==> src/rtl/wave_cfg_pkg.sv <==
package wave_cfg_pkg;
    localparam int WORD_W  = 16;
    localparam int BYTE_W  = 8;
    localparam int NIB_W   = 4;
    localparam int PHASE_W = 12;
    localparam int DEST_W  = 3;
    localparam int CNT_W   = $clog2(WORD_W);

    typedef enum logic [1:0] {
        GRP_DATA = 2'b00,
        GRP_SEL  = 2'b01,
        GRP_MODE = 2'b10,
        GRP_PWR  = 2'b11
    } grp_e;

    typedef struct packed {
        logic              buf_we;
        logic              hi_byte;
        logic [BYTE_W-1:0] byte_val;
        logic              commit;
        logic              to_phase;
        logic [DEST_W-1:0] dest;
        logic              psel_we;
        logic [1:0]        psel;
        logic              fsel_we;
        logic              fsel;
        logic              mode_we;
        logic              sync;
        logic              selsrc;
        logic              pwr_we;
        logic              sleep;
        logic              prst;
        logic              clr;
    } dec_t;
endpackage

==> src/rtl/wave_cfg_frame.sv <==
module wave_cfg_frame
    import wave_cfg_pkg::*;
(
    input  logic              sclk_i,
    input  logic              rst_ni,
    input  logic              fsync_ni,
    input  logic              sdata_i,
    output logic              done_o,
    output logic [WORD_W-1:0] word_o
);
    localparam logic [CNT_W-1:0] LAST = CNT_W'(WORD_W - 1);

    typedef struct packed {
        logic [CNT_W-1:0]  cnt;
        logic [WORD_W-2:0] sh;
        logic              full;
    } frm_t;

    frm_t d, q;

    assign done_o = !fsync_ni && !q.full && (q.cnt == LAST);
    assign word_o = {q.sh, sdata_i};

    always_comb begin
        d = q;
        if (fsync_ni) begin
            d.cnt  = '0;
            d.full = 1'b0;
        end else if (!q.full) begin
            d.sh = {q.sh[WORD_W-3:0], sdata_i};
            if (q.cnt == LAST) begin
                d.cnt  = '0;
                d.full = 1'b1;
            end else begin
                d.cnt = q.cnt + 1'b1;
            end
        end
    end

    always_ff @(negedge sclk_i or negedge rst_ni) begin
        if (!rst_ni) q <= '0;
        else         q <= d;
    end
endmodule

==> src/rtl/wave_cfg_decode.sv <==
module wave_cfg_decode
    import wave_cfg_pkg::*;
(
    input  logic [WORD_W-1:0] word_i,
    output dec_t              dec_o
);
    logic [NIB_W-1:0] cmd;
    logic [NIB_W-1:0] addr;
    grp_e             grp;

    assign cmd  = word_i[WORD_W-1 -: NIB_W];
    assign addr = word_i[WORD_W-NIB_W-1 -: NIB_W];
    assign grp  = grp_e'(cmd[NIB_W-1 -: 2]);

    always_comb begin
        dec_o          = '0;
        dec_o.byte_val = word_i[BYTE_W-1:0];
        dec_o.hi_byte  = addr[0];
        dec_o.dest     = addr[NIB_W-1:1];
        dec_o.to_phase = !cmd[1];
        dec_o.psel     = word_i[10:9];
        dec_o.fsel     = word_i[11];
        dec_o.sync     = word_i[13];
        dec_o.selsrc   = word_i[12];
        dec_o.sleep    = word_i[13];
        dec_o.prst     = word_i[12];
        dec_o.clr      = word_i[11];
        unique case (grp)
            GRP_DATA: begin
                dec_o.buf_we = cmd[1] ? !addr[NIB_W-1] : addr[NIB_W-1];
                dec_o.commit = dec_o.buf_we && !cmd[0];
            end
            GRP_SEL: begin
                unique case (cmd[1:0])
                    2'b00:   dec_o.psel_we = 1'b1;
                    2'b01:   dec_o.fsel_we = 1'b1;
                    2'b10: begin
                        dec_o.psel_we = 1'b1;
                        dec_o.fsel_we = 1'b1;
                    end
                    default: ;
                endcase
            end
            GRP_MODE: dec_o.mode_we = 1'b1;
            GRP_PWR:  dec_o.pwr_we  = 1'b1;
            default:  ;
        endcase
    end
endmodule

==> src/rtl/wave_cfg_regs.sv <==
module wave_cfg_regs
    import wave_cfg_pkg::*;
(
    input  logic              sclk_i,
    input  logic              rst_ni,
    input  logic              take_i,
    input  dec_t              dec_i,
    output logic              wr_stb_o,
    output logic [DEST_W-1:0] wr_dest_o,
    output logic [WORD_W-1:0] wr_data_o,
    output logic              fsel_o,
    output logic [1:0]        psel_o,
    output logic              sync_o,
    output logic              selsrc_o,
    output logic              sleep_o,
    output logic              phase_rst_o
);
    localparam logic [WORD_W-1:0] PHASE_MASK = WORD_W'((1 << PHASE_W) - 1);

    typedef struct packed {
        logic [WORD_W-1:0] stage;
        logic              stb;
        logic [DEST_W-1:0] dest;
        logic [WORD_W-1:0] data;
        logic              fsel;
        logic [1:0]        psel;
        logic              sync;
        logic              selsrc;
        logic              sleep;
        logic              prst;
    } st_t;

    st_t d, q;

    always_comb begin
        d     = q;
        d.stb = 1'b0;
        if (take_i) begin
            if (dec_i.buf_we) begin
                if (dec_i.hi_byte) d.stage[BYTE_W +: BYTE_W] = dec_i.byte_val;
                else               d.stage[0 +: BYTE_W]      = dec_i.byte_val;
            end
            if (dec_i.commit) begin
                d.stb  = 1'b1;
                d.dest = dec_i.dest;
                d.data = dec_i.to_phase ? (d.stage & PHASE_MASK) : d.stage;
            end
            if (dec_i.psel_we) d.psel = dec_i.psel;
            if (dec_i.fsel_we) d.fsel = dec_i.fsel;
            if (dec_i.mode_we) begin
                d.sync   = dec_i.sync;
                d.selsrc = dec_i.selsrc;
            end
            if (dec_i.pwr_we) begin
                d.sleep = dec_i.sleep;
                d.prst  = dec_i.prst;
                if (dec_i.clr) begin
                    d.sync   = 1'b0;
                    d.selsrc = 1'b0;
                end
            end
        end
    end

    always_ff @(negedge sclk_i or negedge rst_ni) begin
        if (!rst_ni) q <= '0;
        else         q <= d;
    end

    assign wr_stb_o    = q.stb;
    assign wr_dest_o   = q.dest;
    assign wr_data_o   = q.data;
    assign fsel_o      = q.fsel;
    assign psel_o      = q.psel;
    assign sync_o      = q.sync;
    assign selsrc_o    = q.selsrc;
    assign sleep_o     = q.sleep;
    assign phase_rst_o = q.prst;
endmodule

==> src/rtl/wave_cfg_loader.sv <==
module wave_cfg_loader
    import wave_cfg_pkg::*;
(
    input  logic              sclk_i,
    input  logic              rst_ni,
    input  logic              fsync_ni,
    input  logic              sdata_i,
    output logic              wr_stb_o,
    output logic [DEST_W-1:0] wr_dest_o,
    output logic [WORD_W-1:0] wr_data_o,
    output logic              fsel_o,
    output logic [1:0]        psel_o,
    output logic              sync_o,
    output logic              selsrc_o,
    output logic              sleep_o,
    output logic              phase_rst_o
);
    logic              frame_done;
    logic [WORD_W-1:0] frame_word;
    dec_t              dec;

    wave_cfg_frame u_frame (
        .sclk_i   (sclk_i),
        .rst_ni   (rst_ni),
        .fsync_ni (fsync_ni),
        .sdata_i  (sdata_i),
        .done_o   (frame_done),
        .word_o   (frame_word)
    );

    wave_cfg_decode u_decode (
        .word_i (frame_word),
        .dec_o  (dec)
    );

    wave_cfg_regs u_regs (
        .sclk_i      (sclk_i),
        .rst_ni      (rst_ni),
        .take_i      (frame_done),
        .dec_i       (dec),
        .wr_stb_o    (wr_stb_o),
        .wr_dest_o   (wr_dest_o),
        .wr_data_o   (wr_data_o),
        .fsel_o      (fsel_o),
        .psel_o      (psel_o),
        .sync_o      (sync_o),
        .selsrc_o    (selsrc_o),
        .sleep_o     (sleep_o),
        .phase_rst_o (phase_rst_o)
    );
endmodule

==> config.mk <==
export PLATFORM = sky130hd
export DESIGN_NAME = wave_cfg_loader
export DESIGN_NICKNAME = d
export VERILOG_FILES = /design/src/rtl/wave_cfg_pkg.sv /design/src/rtl/wave_cfg_frame.sv /design/src/rtl/wave_cfg_decode.sv /design/src/rtl/wave_cfg_regs.sv /design/src/rtl/wave_cfg_loader.sv
export SDC_FILE = /design/constraint.sdc
export NUM_CORES = 1
export LEC_CHECK = 0
export ABC_AREA = 1
export BUFFER_PORTS_ARGS = -buffer_cell sky130_fd_sc_hd__buf_2
export CORE_UTILIZATION = 59
export CTS_CLUSTER_DIAMETER = 150
export DETAILED_ROUTE_END_ITERATION = 16
export GPL_TIMING_DRIVEN = 0
export PLACE_DENSITY = 0.85
export SETUP_SLACK_MARGIN = 0.1
export SLEW_MARGIN = 20
export SYNTH_ARGS = -nofsm -noshare
export SYNTH_HDL_FRONTEND = slang
export SYNTH_HIERARCHICAL = 1
export SYNTH_SLANG_ARGS = --single-unit
==> constraint.sdc <==
create_clock -name sclk_i -period 2.1 [get_ports sclk_i]
set_input_delay 0.105 -clock sclk_i [delete_from_list [all_inputs] [get_ports sclk_i]]
set_output_delay 0.105 -clock sclk_i [all_outputs]
set_load 0.005 [all_outputs]
# Word level (Yosys, flattened, before mapping)
# Index checks and enable logic that the tools add are counted.
# totals
output_inout_bits	27
regBits	63
word_cells	64
# op_classes
n_reduce_logical	16
bitwise	2
muxes	25
add_sub_neg	1
n_eq_ne	7
# op_table
cell	count
$mux 20	2
$mux 16	2
$mux 27	1
$mux 8	2
$mux 1	12
$mux 4	3
$reduce_and 2->1	5
$eq 2x2->1 const B	3
$mux 2	3
$add 4x1->4 const B	1
$eq 2x1->1 const B	2
$eq 4x4->1 const B	1
$logic_not 1->1	4
$logic_not 2->1	2
$reduce_or 2->1	2
$logic_and 1x1->1	3
$ne 2x2->1 const B	1
$not 1->1	2

# Depth between registers and ports, before layout
# depth
word_depth	7
ltp_mapped	10
depth_no_buf	9

# Cells and area by module
# The synthesis kept the hierarchy.
# by_module_without_submodules
module	area_per_inst_um2	cells_each	n_inst
wave_cfg_regs	2102.0	270	1
wave_cfg_frame	955.9	101	1
wave_cfg_decode	262.8	40	1

==> results.yml <==
min_path:
  min_from: "u_regs/phase_rst_o"
  hp-class: "flop to flop"
global_routing:
  gr-total-overflow: 0
  grt_pass1_vias: 2771
  antenna_found_initial: 0
  grt_first_pass_wirelength_mm: 12.3
  grt_max_degree: 64
  grt_usage: 0.267
sta:
  rsz0062_at_grt: "true"
  finalSetupTns_ps: -21.1
  setup_viol_count_final: 3
  skew_ps: 3.90
  finalHoldViolCount: 0
  tightest_slew_ps: 760
  slew_viol_final: 0
  fin_ws_ps: -15.4
  holdWs_ps: 420
  slew_headroom: 0.493
finish:
  final_net_count: 486
  fin_area_um2: 4270
  area_growth_pct: 28.5
  drive_gt1_frac: 0.349
  stdcell_count: 551
  diodes: 0
worst_setup_path:
  arrival_ps: 2010
  critPathMaxFanout: 2
  startpoint: "u_regs/wr_data_o[12]"
  crit_path_top_delay_cell: "dfrtn_1"
  crit_chain: "buf_6, buf_6"
  crit_top_cell: "buf_6"
  start_kind: "flop"
  path_class: "flop to output port"
  max_stage_delay_ps: 450
  worstPathRequired_ps: 2000
  cp-end-kind: "output port"
  r2r-start: "u_frame/word_o[13]"
floorplanning:
  ios: 31
  die_area_um2: 5930
  core_area_um2: 5270
  fp.dieH_um: 77.0
  rows: 26
  die_w_um: 77.0
  start_util: 0.630
detailed_routing:
  wl_per_cell_um: 13.9
  vias: 2848
  totalWireLength_mm: 7.65
  drtAntennaViolNets: 0
  dr.pass1.iters: 4
  vias_per_cell: 5.17
  drt_iter0_drc: 266
  drcViolationCount: 0
power_and_ir_drop:
  power_density_nw_per_um2: 644
  ir_drop_mv: 0.609
  power_leakage_nw: 2.41
synthesis:
  syn_area_per_cell_um2: 8.08
  synth-seq-cells: 63
  synth_area_leaders: "dfrtn_1 47%, nand2_1 17%, buf_4 14%, nand3_1 7.1%, inv_1 4.4%"
  async_reset_ff_frac: 1.00
  ys_seq_area_frac: 0.475
  ys_types: 22
  synth_cells: 411
  synth_top_area_frac: 0.475
  synth_nets: 418
  netlist_area_um2: 3320
  yosysMostFrequentCell: "nand2_1"
  synthFlopType: "dfrtn_1"
  synth_common_cells: "147 x nand2_1, 63 x dfrtn_1, 62 x buf_4, 47 x nand3_1, 39 x inv_1"
  synth_edf_count: 0
  synth.largest_area_cell: "dfrtn_1"
  yosys_warnings: 6
clocking:
  cts-root-buf: "clkbuf_8"
  htree_levels: 3
  clk_pin_slew_ps: 50
  clkSinkCount: 63
  cts_tree: "built"
  numCtsBuffers: 9
  cts_buffer_depth: 2
  clkLatencyLatePin_ps: 330
  cts_hold_buf: 0
place:
  portBuffers: 30
  gp_congestion: 0.810
  detailedPlacementHpwl_mm: 4.26
  dp.cells: 511
  pre_cts_ws_ps: -467
  dpl-instance-area_um2: 3580
run_status:
  violations: "negative setup slack"
  status: "complete, but fails checks"
flow_run:
  max-cap-violations: 0
[stage by stage]
stage / power [mW] / utilization
finish: 2.75 / 0.810
global route: 2.88 / 0.810
CTS: 2.75 / 0.785
detailed placement: 1.81 / 0.679
global placement: 1.79 / 0.679
floorplan: 1.70 / -
[cells by family after synthesis]
logic type,Yosys count,synth area share
and+or+nand+nor,214,0.274
buffers and inverters,112,0.203
DFF,63,0.475
AOI/OAI and AO/OA,19,0.0365
adders and majority gates,3,0.0113
[layout by cell type (no fill, tap or decap), drive strengths merged]
cell type	n
nand2	151
buf	122
dfrtn	63
nand3	48
inv	44
o21ai	17
clkbuf	14
nor2	10
ha	3
and3	2
a21oi	2
clkinv	2
nor3	2
nand4	1
[worst paths after layout]
kind                                      end  cells after the start  slack [ps]
max in group asynchronous       u_frame/q[19]                      1         780
min in group asynchronous     u_regs/wr_stb_o                      1         790
max                             wr_data_o[12]                      2         -20
min reg2reg                u_regs/phase_rst_o                      2         420
min                        u_regs/phase_rst_o                      2         420
max reg2reg                      u_regs/q[37]                     10         280
[layout make-up]
| class | instances | area (µm²) |
|---|---|---|
| Sequential cell | 63 | 1580 |
| Inverter | 45 | 186 |
| Timing Repair Buffer | 59 | 542 |
| Clock inverter | 1 | 5.00 |
| Tap cell | 70 | 87.6 |
| Clock buffer | 12 | 165 |
| Buffer | 65 | 589 |
| Fill cell | 326 | 1000 |
| Multi-Input combinational cell | 236 | 1110 |
[state kept, by name (all words and copies together), names as in the netlist]
register            count
u_frame/q               5
u_frame/word_o         15
u_regs/fsel_o           1
u_regs/phase_rst_o      1
u_regs/psel_o           2
u_regs/q               16
u_regs/selsrc_o         1
u_regs/sleep_o          1
u_regs/sync_o           1
u_regs/wr_data_o       16
u_regs/wr_dest_o        3
u_regs/wr_stb_o         1
[layer usage]
| layer | up-vias | share of wire | global-route usage |
|---|---|---|---|
| met2 | 91 | 0.52 | 0.446 |
| met1 | 1387 | 0.41 | 0.316 |
| met4 | 0 | 0.030 | 0.147 |
| met3 | 22 | 0.045 | 0.0619 |
| met5 | - | 0 | 0 |
| li1 | 1348 | - | - |
[power breakdown]
part           internal (mW)  leakage (nW)  switching, mW
Clock                  0.503        0.0902          0.430
Combinational          0.219          1.47          0.286
Sequential              1.27         0.851         0.0369
Total                   2.00          2.41          0.753
[critical path: cells and delay by family, from the launching register on]
kind                   cells  cell delay, ps
buffers and inverters      2             190
DFF                        1             450
[what timing repair did]
item | CTS | global route
setup buffers | 13 | 12
pin swaps | 5 | 3
endpoints found under the setup margin | 68 | 60
cloned | 3 | 1
gates resized for setup | 60 | 8
Note: power is estimated with default switching activity, not from simulation.
